`src/rtl/win_wdog_pkg.sv`:
```
package win_wdog_pkg;
  // register byte offsets
  localparam int OFF_CTRL   = 'h00;
  localparam int OFF_KEY    = 'h04;
  localparam int OFF_RELOAD = 'h08;
  localparam int OFF_WIN    = 'h0C;
  localparam int OFF_REACT  = 'h10;
  localparam int OFF_STAT   = 'h14;
  localparam int OFF_COUNT  = 'h18;

  localparam logic [31:0] ARM_WORD  = 32'hA98559DA;
  localparam logic [31:0] KEY_FIRST = 32'h0000E51A;
  localparam logic [31:0] KEY_LAST  = 32'h0000A35C;

  localparam logic [7:0] REACT_NMI   = 8'h0A;
  localparam logic [7:0] REACT_RESET = 8'h05;
  localparam logic [7:0] WIN_HALF    = 8'h50;
  localparam logic [7:0] WIN_QUARTER = 8'h40;

  typedef enum logic {KS_IDLE, KS_PEND} key_state_e;
endpackage

```
`src/rtl/win_wdog_keyseq.sv`:
```
module win_wdog_keyseq
  import win_wdog_pkg::*;
(
  input  logic        clk,
  input  logic        rst_n,
  input  logic        en,
  input  logic        key_wr,
  input  logic [31:0] key_data,
  output logic        pend,
  output logic        svc_req
);
  key_state_e st_q, st_d;

  always_comb begin
    st_d = st_q;
    if (!en) begin
      st_d = KS_IDLE;
    end else if (key_wr) begin
      // any word after the first one ends the sequence
      if (st_q == KS_IDLE && key_data == KEY_FIRST) st_d = KS_PEND;
      else                                           st_d = KS_IDLE;
    end
  end

  always_ff @(posedge clk or negedge rst_n) begin
    if (!rst_n) st_q <= KS_IDLE;
    else        st_q <= st_d;
  end

  assign pend    = (st_q == KS_PEND);
  assign svc_req = en && key_wr && pend && (key_data == KEY_LAST);
endmodule

```
`src/rtl/win_wdog_core.sv`:
```
module win_wdog_core
  import win_wdog_pkg::*;
#(
  parameter int PW    = 12,
  parameter int SHIFT = 13,
  localparam int CW   = PW + SHIFT
)(
  input  logic          clk,
  input  logic          rst_n,
  input  logic          en,
  input  logic          start,
  input  logic          svc_req,
  input  logic [PW-1:0] pre_live,
  input  logic [7:0]    win_live,
  input  logic [7:0]    rx_live,
  output logic [CW-1:0] cnt,
  output logic          viol,
  output logic          nmi_sel
);
  logic [CW-1:0] cnt_q, cnt_d, base, thr;
  logic [PW-1:0] pre_sh_q;
  logic [7:0]    win_sh_q, rx_sh_q;
  logic          open, svc_ok, expire, reload;

  always_comb begin
    base = CW'(pre_sh_q) << SHIFT;
    case (win_sh_q)
      WIN_HALF:    thr = base >> 1;
      WIN_QUARTER: thr = base >> 2;
      default:     thr = base >> 3;
    endcase
    open   = (cnt_q < thr);
    svc_ok = svc_req && open;
    expire = en && (cnt_q == '0) && !svc_ok;
    viol   = (svc_req && !open) || expire;
    reload = start || svc_ok || viol;
    if (reload)  cnt_d = CW'(pre_live) << SHIFT;
    else if (en) cnt_d = cnt_q - 1'b1;
    else         cnt_d = cnt_q;
  end

  always_ff @(posedge clk or negedge rst_n) begin
    if (!rst_n) begin
      cnt_q    <= '0;
      pre_sh_q <= '1;
      win_sh_q <= WIN_HALF;
      rx_sh_q  <= REACT_RESET;
    end else begin
      cnt_q <= cnt_d;
      if (reload) begin
        pre_sh_q <= pre_live;
        win_sh_q <= win_live;
        rx_sh_q  <= rx_live;
      end
    end
  end

  assign cnt     = cnt_q;
  assign nmi_sel = (rx_sh_q == REACT_NMI);
endmodule

```
`src/rtl/win_wdog.sv`:
```
module win_wdog
  import win_wdog_pkg::*;
#(
  parameter int PW    = 12,
  parameter int SHIFT = 13,
  parameter int AW    = 8,
  parameter int SYNC  = 2
)(
  input  logic          clk,
  input  logic          rst_n,
  input  logic          reg_wr,
  input  logic [AW-1:0] reg_addr,
  input  logic [31:0]   reg_wdata,
  output logic [31:0]   reg_rdata,
  output logic          nmi_pulse,
  output logic          rst_req
);
  localparam int CW = PW + SHIFT;

  // reset: asserted at once, released through SYNC flops
  logic [SYNC-1:0] rs_q;
  logic            rst_q;
  always_ff @(posedge clk or negedge rst_n) begin
    if (!rst_n) rs_q <= '0;
    else        rs_q <= {rs_q[SYNC-2:0], 1'b1};
  end
  assign rst_q = rs_q[SYNC-1];

  logic wr_ctrl, wr_key, wr_pre, wr_win, wr_rx, wr_stat;
  assign wr_ctrl = reg_wr && (reg_addr == AW'(OFF_CTRL));
  assign wr_key  = reg_wr && (reg_addr == AW'(OFF_KEY));
  assign wr_pre  = reg_wr && (reg_addr == AW'(OFF_RELOAD));
  assign wr_win  = reg_wr && (reg_addr == AW'(OFF_WIN));
  assign wr_rx   = reg_wr && (reg_addr == AW'(OFF_REACT));
  assign wr_stat = reg_wr && (reg_addr == AW'(OFF_STAT));

  logic          en_q, en_d, start;
  logic [PW-1:0] pre_q, pre_d;
  logic [7:0]    win_q, win_d, rx_q, rx_d;
  logic          flag_q, flag_d, nmi_q, nmi_d, rrq_q, rrq_d;
  logic          pend, svc_req, viol, nmi_sel;
  logic [CW-1:0] cnt;

  win_wdog_keyseq u_keyseq (
    .clk      (clk),
    .rst_n    (rst_q),
    .en       (en_q),
    .key_wr   (wr_key),
    .key_data (reg_wdata),
    .pend     (pend),
    .svc_req  (svc_req)
  );

  win_wdog_core #(.PW(PW), .SHIFT(SHIFT)) u_core (
    .clk      (clk),
    .rst_n    (rst_q),
    .en       (en_q),
    .start    (start),
    .svc_req  (svc_req),
    .pre_live (pre_q),
    .win_live (win_q),
    .rx_live  (rx_q),
    .cnt      (cnt),
    .viol     (viol),
    .nmi_sel  (nmi_sel)
  );

  always_comb begin
    start  = wr_ctrl && (reg_wdata == ARM_WORD) && !en_q;
    en_d   = en_q || start;
    pre_d  = (wr_pre && !pend) ? reg_wdata[PW-1:0] : pre_q;
    win_d  = (wr_win && !pend) ? reg_wdata[7:0]    : win_q;
    rx_d   = wr_rx ? reg_wdata[7:0] : rx_q;
    flag_d = viol || (flag_q && !(wr_stat && reg_wdata[1]));
    nmi_d  = viol && nmi_sel;
    rrq_d  = rrq_q || (viol && !nmi_sel);
  end

  always_ff @(posedge clk or negedge rst_q) begin
    if (!rst_q) begin
      en_q   <= 1'b0;
      pre_q  <= '1;
      win_q  <= WIN_HALF;
      rx_q   <= REACT_RESET;
      flag_q <= 1'b0;
      nmi_q  <= 1'b0;
      rrq_q  <= 1'b0;
    end else begin
      en_q   <= en_d;
      pre_q  <= pre_d;
      win_q  <= win_d;
      rx_q   <= rx_d;
      flag_q <= flag_d;
      nmi_q  <= nmi_d;
      rrq_q  <= rrq_d;
    end
  end

  always_comb begin
    case (reg_addr)
      AW'(OFF_CTRL):   reg_rdata = {31'b0, en_q};
      AW'(OFF_RELOAD): reg_rdata = 32'(pre_q);
      AW'(OFF_WIN):    reg_rdata = {24'b0, win_q};
      AW'(OFF_REACT):  reg_rdata = {24'b0, rx_q};
      AW'(OFF_STAT):   reg_rdata = {30'b0, flag_q, 1'b0};
      AW'(OFF_COUNT):  reg_rdata = 32'(cnt);
      default:         reg_rdata = 32'b0;
    endcase
  end

  assign nmi_pulse = nmi_q;
  assign rst_req   = rrq_q;
endmodule

```
`config.mk`:
```
export PLATFORM = sky130hd
export DESIGN_NAME = win_wdog
export DESIGN_NICKNAME = d
export VERILOG_FILES = /design/src/rtl/win_wdog_pkg.sv /design/src/rtl/win_wdog_keyseq.sv /design/src/rtl/win_wdog_core.sv /design/src/rtl/win_wdog.sv
export SDC_FILE = /design/constraint.sdc
export NUM_CORES = 1
export LEC_CHECK = 0
export ABC_AREA = 1
export BUFFER_PORTS_ARGS = -buffer_cell sky130_fd_sc_hd__buf_2
export CAP_MARGIN = 5
export CORE_MARGIN = 1.5
export CORE_UTILIZATION = 60
export DETAILED_ROUTE_END_ITERATION = 16
export GPL_TIMING_DRIVEN = 0
export PLACE_DENSITY = 0.83
export SYNTH_ARGS = -nofsm -noshare
export SYNTH_HDL_FRONTEND = slang
export SYNTH_SLANG_ARGS = --single-unit
```
`constraint.sdc`:
```
create_clock -name clk -period 4.42 [get_ports clk]
set_input_delay 0.884 -clock clk [delete_from_list [all_inputs] [get_ports clk]]
set_output_delay 0.884 -clock clk [all_outputs]
set_load 0.01 [all_outputs]
```
# == Word level (Yosys, flattened, before mapping) ==
# Index checks and enable logic that the tools add are counted.
# totals
register_bits,88
input_bits,43
output_inout_bits,34
elab_cells,73
# classes
n_addsub,1
n_lt_le_gt_ge,1
eq_ne,13
mux,7
bitwise_logic,1
reduce_logical,37
# ops
operator,n
one-hot mux 25 bit (6 select lines),1
== test 32 x 16 -> 1 bit (second input constant),2
2-to-1 mux 25 bit,2
one-hot mux 24 bit (2 select lines),1
== test 32 bit (second input constant),1
logical NOT 25 bit,1
< comparator 25 bit,1
subtractor 25 x 1 -> 25 bit (second input constant),1
== test 8 x 4 -> 1 bit (second input constant),3
== test 8 x 5 -> 1 bit (second input constant),3
logical AND 1 bit,22
== test 8 x 7 -> 1 bit (second input constant),2
== test 8 x 3 -> 1 bit (second input constant),1
logical NOT 8 bit,1
logical NOT 1 bit,6
logical OR 1 bit,6
2-to-1 mux 1 bit,3
!= test 2 x 1 -> 1 bit (second input constant),1
nonzero test 2 bit,1
NOT 1 bit,1

# == Depth between registers and ports, before layout ==
# depth
ltp_word,11
ltp_mapped,18
mapped_depth_nobuf,17

# == Modules after synthesis ==
# Synthesis repeated with hierarchy kept, for this count alone.
# hier_totals
hier_cells,799
hier_area_um2,5695.5
# by_module_without_submodules
module,instances,cells_per_inst,area_per_inst_um2,seq_area_each_um2
win_wdog_core,1,455,3343.2,1346.3
win_wdog,1,295,2109.5,870.8
win_wdog_keyseq,1,49,242.7,25.0

# == Least setup slack after synthesis ==
# OpenSTA, ideal clock, no wires.
# synth_timing
kind,input-to-output
from,input reg_addr[1]
to,output reg_rdata[10]
arrival_time_ns,1.941
path_slack_ns,1.595
path_stages,6
path_buffers,1
cell_sequence,nor2_2 -> inv_1 -> nor3_1 -> nand2_1 -> clkbuf_1 -> o21ai_0
# synth_between
elab_chain_cells,2
elab_cells_between_ends,7
# synth_lines
element,line,source
start: declaration,win_wdog.sv:12,"input logic [AW-1:0] reg_addr,"
== test 8 x 5 -> 1 bit (tied with other cells),win_wdog.sv:100,case (reg_addr)
one-hot mux 25 bit (6 select lines) *,win_wdog.sv:100,
end: declaration,win_wdog.sv:14,"output logic [31:0] reg_rdata,"
# Mark *: on every way between the ends. The rest lies on a longest branch, timed or not.

# == Final worst setup path ==
# layout_timing
from,input reg_addr[1]
to,output reg_rdata[3]
# Same word-level chain as after synthesis.

==> metrics <==
Leak Pwr about 0.0029 uW; Max-slew headroom 61.7%; total power between 2000 and 2500 uW; hold_buf cts 0; power per cell area slightly below 400 nW/um^2; count of final setup violators 0; Worst Tran Pin Value between 0.5 and 0.6 ns; yosys warns 0; ANT nets after route 0; initial antenna violation count 0; Ports 77; nets 875; Reg2Reg Depth 15; final instance area ~6100 um^2; largest net degree at the start of global routing 45; Port Buffers 69; EDFF count, synth 0; Clock Latency Late Sink approximately 0.37 ns; non-filler cells, final about 930; min Tclk post-route 3.43 ns; post-layout util 70.1%; Core ar. 8640 um^2; post-synth top area share about a quarter; Distinct cells, synth 38; effective utilization at floorplan about three fifths; Synth area leaders dfrtp_1 26%, dfstp_2 16%, nand2_1 13%; layout cell share with drive strength beyond 1 between 15 and 20%; GRT Util Overall around 33%; global route overflow 0; first-pass GRT wire length 24,400 um; crit share post-route ~78%; DP Area roughly 6000 um^2; area leader, netlist dfrtp_1; DRT iter0 DRCs 403; vias per cell just under 6; DRT Pass-1 Iters 5; row cnt 34; Peak VDD IR 0.000179 V; CTS max path bufs 2; Die Y-Extent about 97 um; WL per Instance between 15 and 20 um; Area growth syn-to-layout 13.9%; worst reg2reg startpoint u_core.win_sh_q[4]; DRC viols 0; ys async rst share 100%; max-slew violation count 0; RePlAce Congestion about 0.99; Die X ~100 um; Post-Syn Area per Cell 7.27 um^2; post-CTS resize count 0; full die area around 9400 um^2; CTS Buf Count 9; RSZ-0062 raised after global routing no; vias in the first global route around 5.3k; H-tree depth 3; Post-synth top flop dfrtp_1; Hold Vio Cnt, Final 0; critical path launch point type primary input; setup_tns 0 ns; status completed; crit-path max FO 10; # clock sinks 88; Worst Skew between 0.01 and 0.015 ns; Mapped Cells 731; final WL between 15,000 and 20,000 um; most common cell in the netlist nand2_1; vias around 5.4k; postcts setup bufs 0; synth cell count leaders 180 x nand2_1, 90 x nor2_1, 88 x inv_1, 58 x o21ai_0, 56 x dfrtp_1; critical path capture point type output port; Critical Path AT around 2.6 ns; Synth Cell Area 5320 um^2; Crit Path Class in -> out; clk root buf clkbuf_8; Worst Path Required around 3.5 ns; # diodes 0; Seq/Total Area, Yosys a little over two fifths; cell count after placement just over 900; HP Class in -> async; worst r2r dst flag_q; Fmax about 0.3 GHz; R2R Setup Slk 1.59 ns; Worst-path clk slew about 0.090 ns; Synth Register Bits slightly below 90; MaxCap Viol Count 0; hpwl dp 11,700 um; TritonCTS clock tree built
[worst max path at each step]
stage	from	end	slack [ns]	cells after the start
4_1_cts	reg_addr[1]	reg_rdata[3]	1.01	8
2_1_floorplan	reg_addr[1]	reg_rdata[10]	1.60	6
3_3_place_gp	rs_q[1]	u_core.cnt[4]	0.97	0
6_report	reg_addr[1]	reg_rdata[3]	0.99	8
5_1_grt	reg_addr[1]	reg_rdata[3]	0.81	8
3_5_place_dp	reg_addr[1]	reg_rdata[7]	1.02	8
[state kept, by name, indices dropped and copies added (netlist names)]
signal	flops
en_q	1
flag_q	1
nmi_pulse	1
pre_q	12
rs_q	2
rst_req	1
rx_q	8
u_core.cnt	25
u_core.pre_sh_q	12
u_core.rx_sh_q	8
u_core.win_sh_q	8
u_keyseq.pend	1
win_q	8
[logic make-up after synthesis]
kind of cell / Yosys count / synth area share [%]
other cells: 2 / 0.141
simple gates: 381 / 31.2
compound gates: 113 / 11.6
fa+ha+maj: 14 / 3.29
xor+xnor: 10 / 1.65
buf+inv: 122 / 9.74
flops: 88 / 42.2
mux: 1 / 0.212
[stage by stage]
step	hold WS, ns	setup WS (ns)
floorplan	0.331	1.60
global placement	0.334	0.974
detailed placement	0.336	1.02
CTS	0.275	1.01
global route	0.270	0.814
finish	0.287	0.987
[cell type report]
| type | count | area (um^2) |
|---|---|---|
| clock buffers | 10 | 138 |
| flip-flops and latches | 88 | 2250 |
| plain buffers | 29 | 166 |
| clock inverters | 6 | 73.8 |
| repair buffers | 70 | 365 |
| inverters | 93 | 352 |
| multi-input cells | 527 | 2580 |
| well taps | 108 | 135 |
| fillers | 735 | 2580 |
[critical path, stage by stage]
cell and delay, ns:
buf_2 0.10, nor2_2 0.15, inv_1 0.09, nor3_1 0.26
nand2_1 0.26, clkbuf_1 0.32, o2111ai_1 0.30, buf_2 0.18
[routing by layer]
| layer | part of all wire (%) | up-vias | global-route usage, % |
|---|---|---|---|
| li1 | - | 2552 | - |
| met3 | 7.0 | 49 | 5.18 |
| met4 | 4.3 | 0 | 17.8 |
| met2 | 48 | 270 | 54.3 |
| met5 | 0 | - | 0 |
| met1 | 41 | 2559 | 41.8 |
[power by group]
group,switching [uW],leakage (uW),total (uW),internal [uW]
Sequential,164,0.00106,1090,922
Clock,313,0.000107,597,284
Combinational,441,0.00169,699,258
Total,917,0.00286,2380,1460
[placed cells by master, fill, tap and decap left out, types with 2 or more instances in the layout]
| cell type | instances |
|---|---|
| nor4_1 | 5 |
| dfrtp_1 | 55 |
| inv_2 | 3 |
| o21a_1 | 2 |
| o22ai_1 | 11 |
| xor2_1 | 10 |
| nor3_1 | 18 |
| nor2_2 | 5 |
| nand3_1 | 48 |
| o21ai_0 | 58 |
| buf_4 | 10 |
| clkbuf_8 | 10 |
| clkinv_4 | 3 |
| a211oi_1 | 2 |
| inv_6 | 2 |
| dfstp_2 | 32 |
| a21oi_1 | 25 |
| buf_6 | 2 |
| o21ai_1 | 6 |
| ha_1 | 14 |
| conb_1 | 8 |
| o2111ai_1 | 6 |
| clkbuf_1 | 13 |
| nor2_1 | 90 |
| nor3_4 | 2 |
| nand3b_1 | 3 |
| buf_2 | 73 |
| nand4_1 | 24 |
| nand3_2 | 2 |
| inv_1 | 88 |
| nand2_1 | 180 |
No activity file was read; power rests on OpenSTA's default activity.
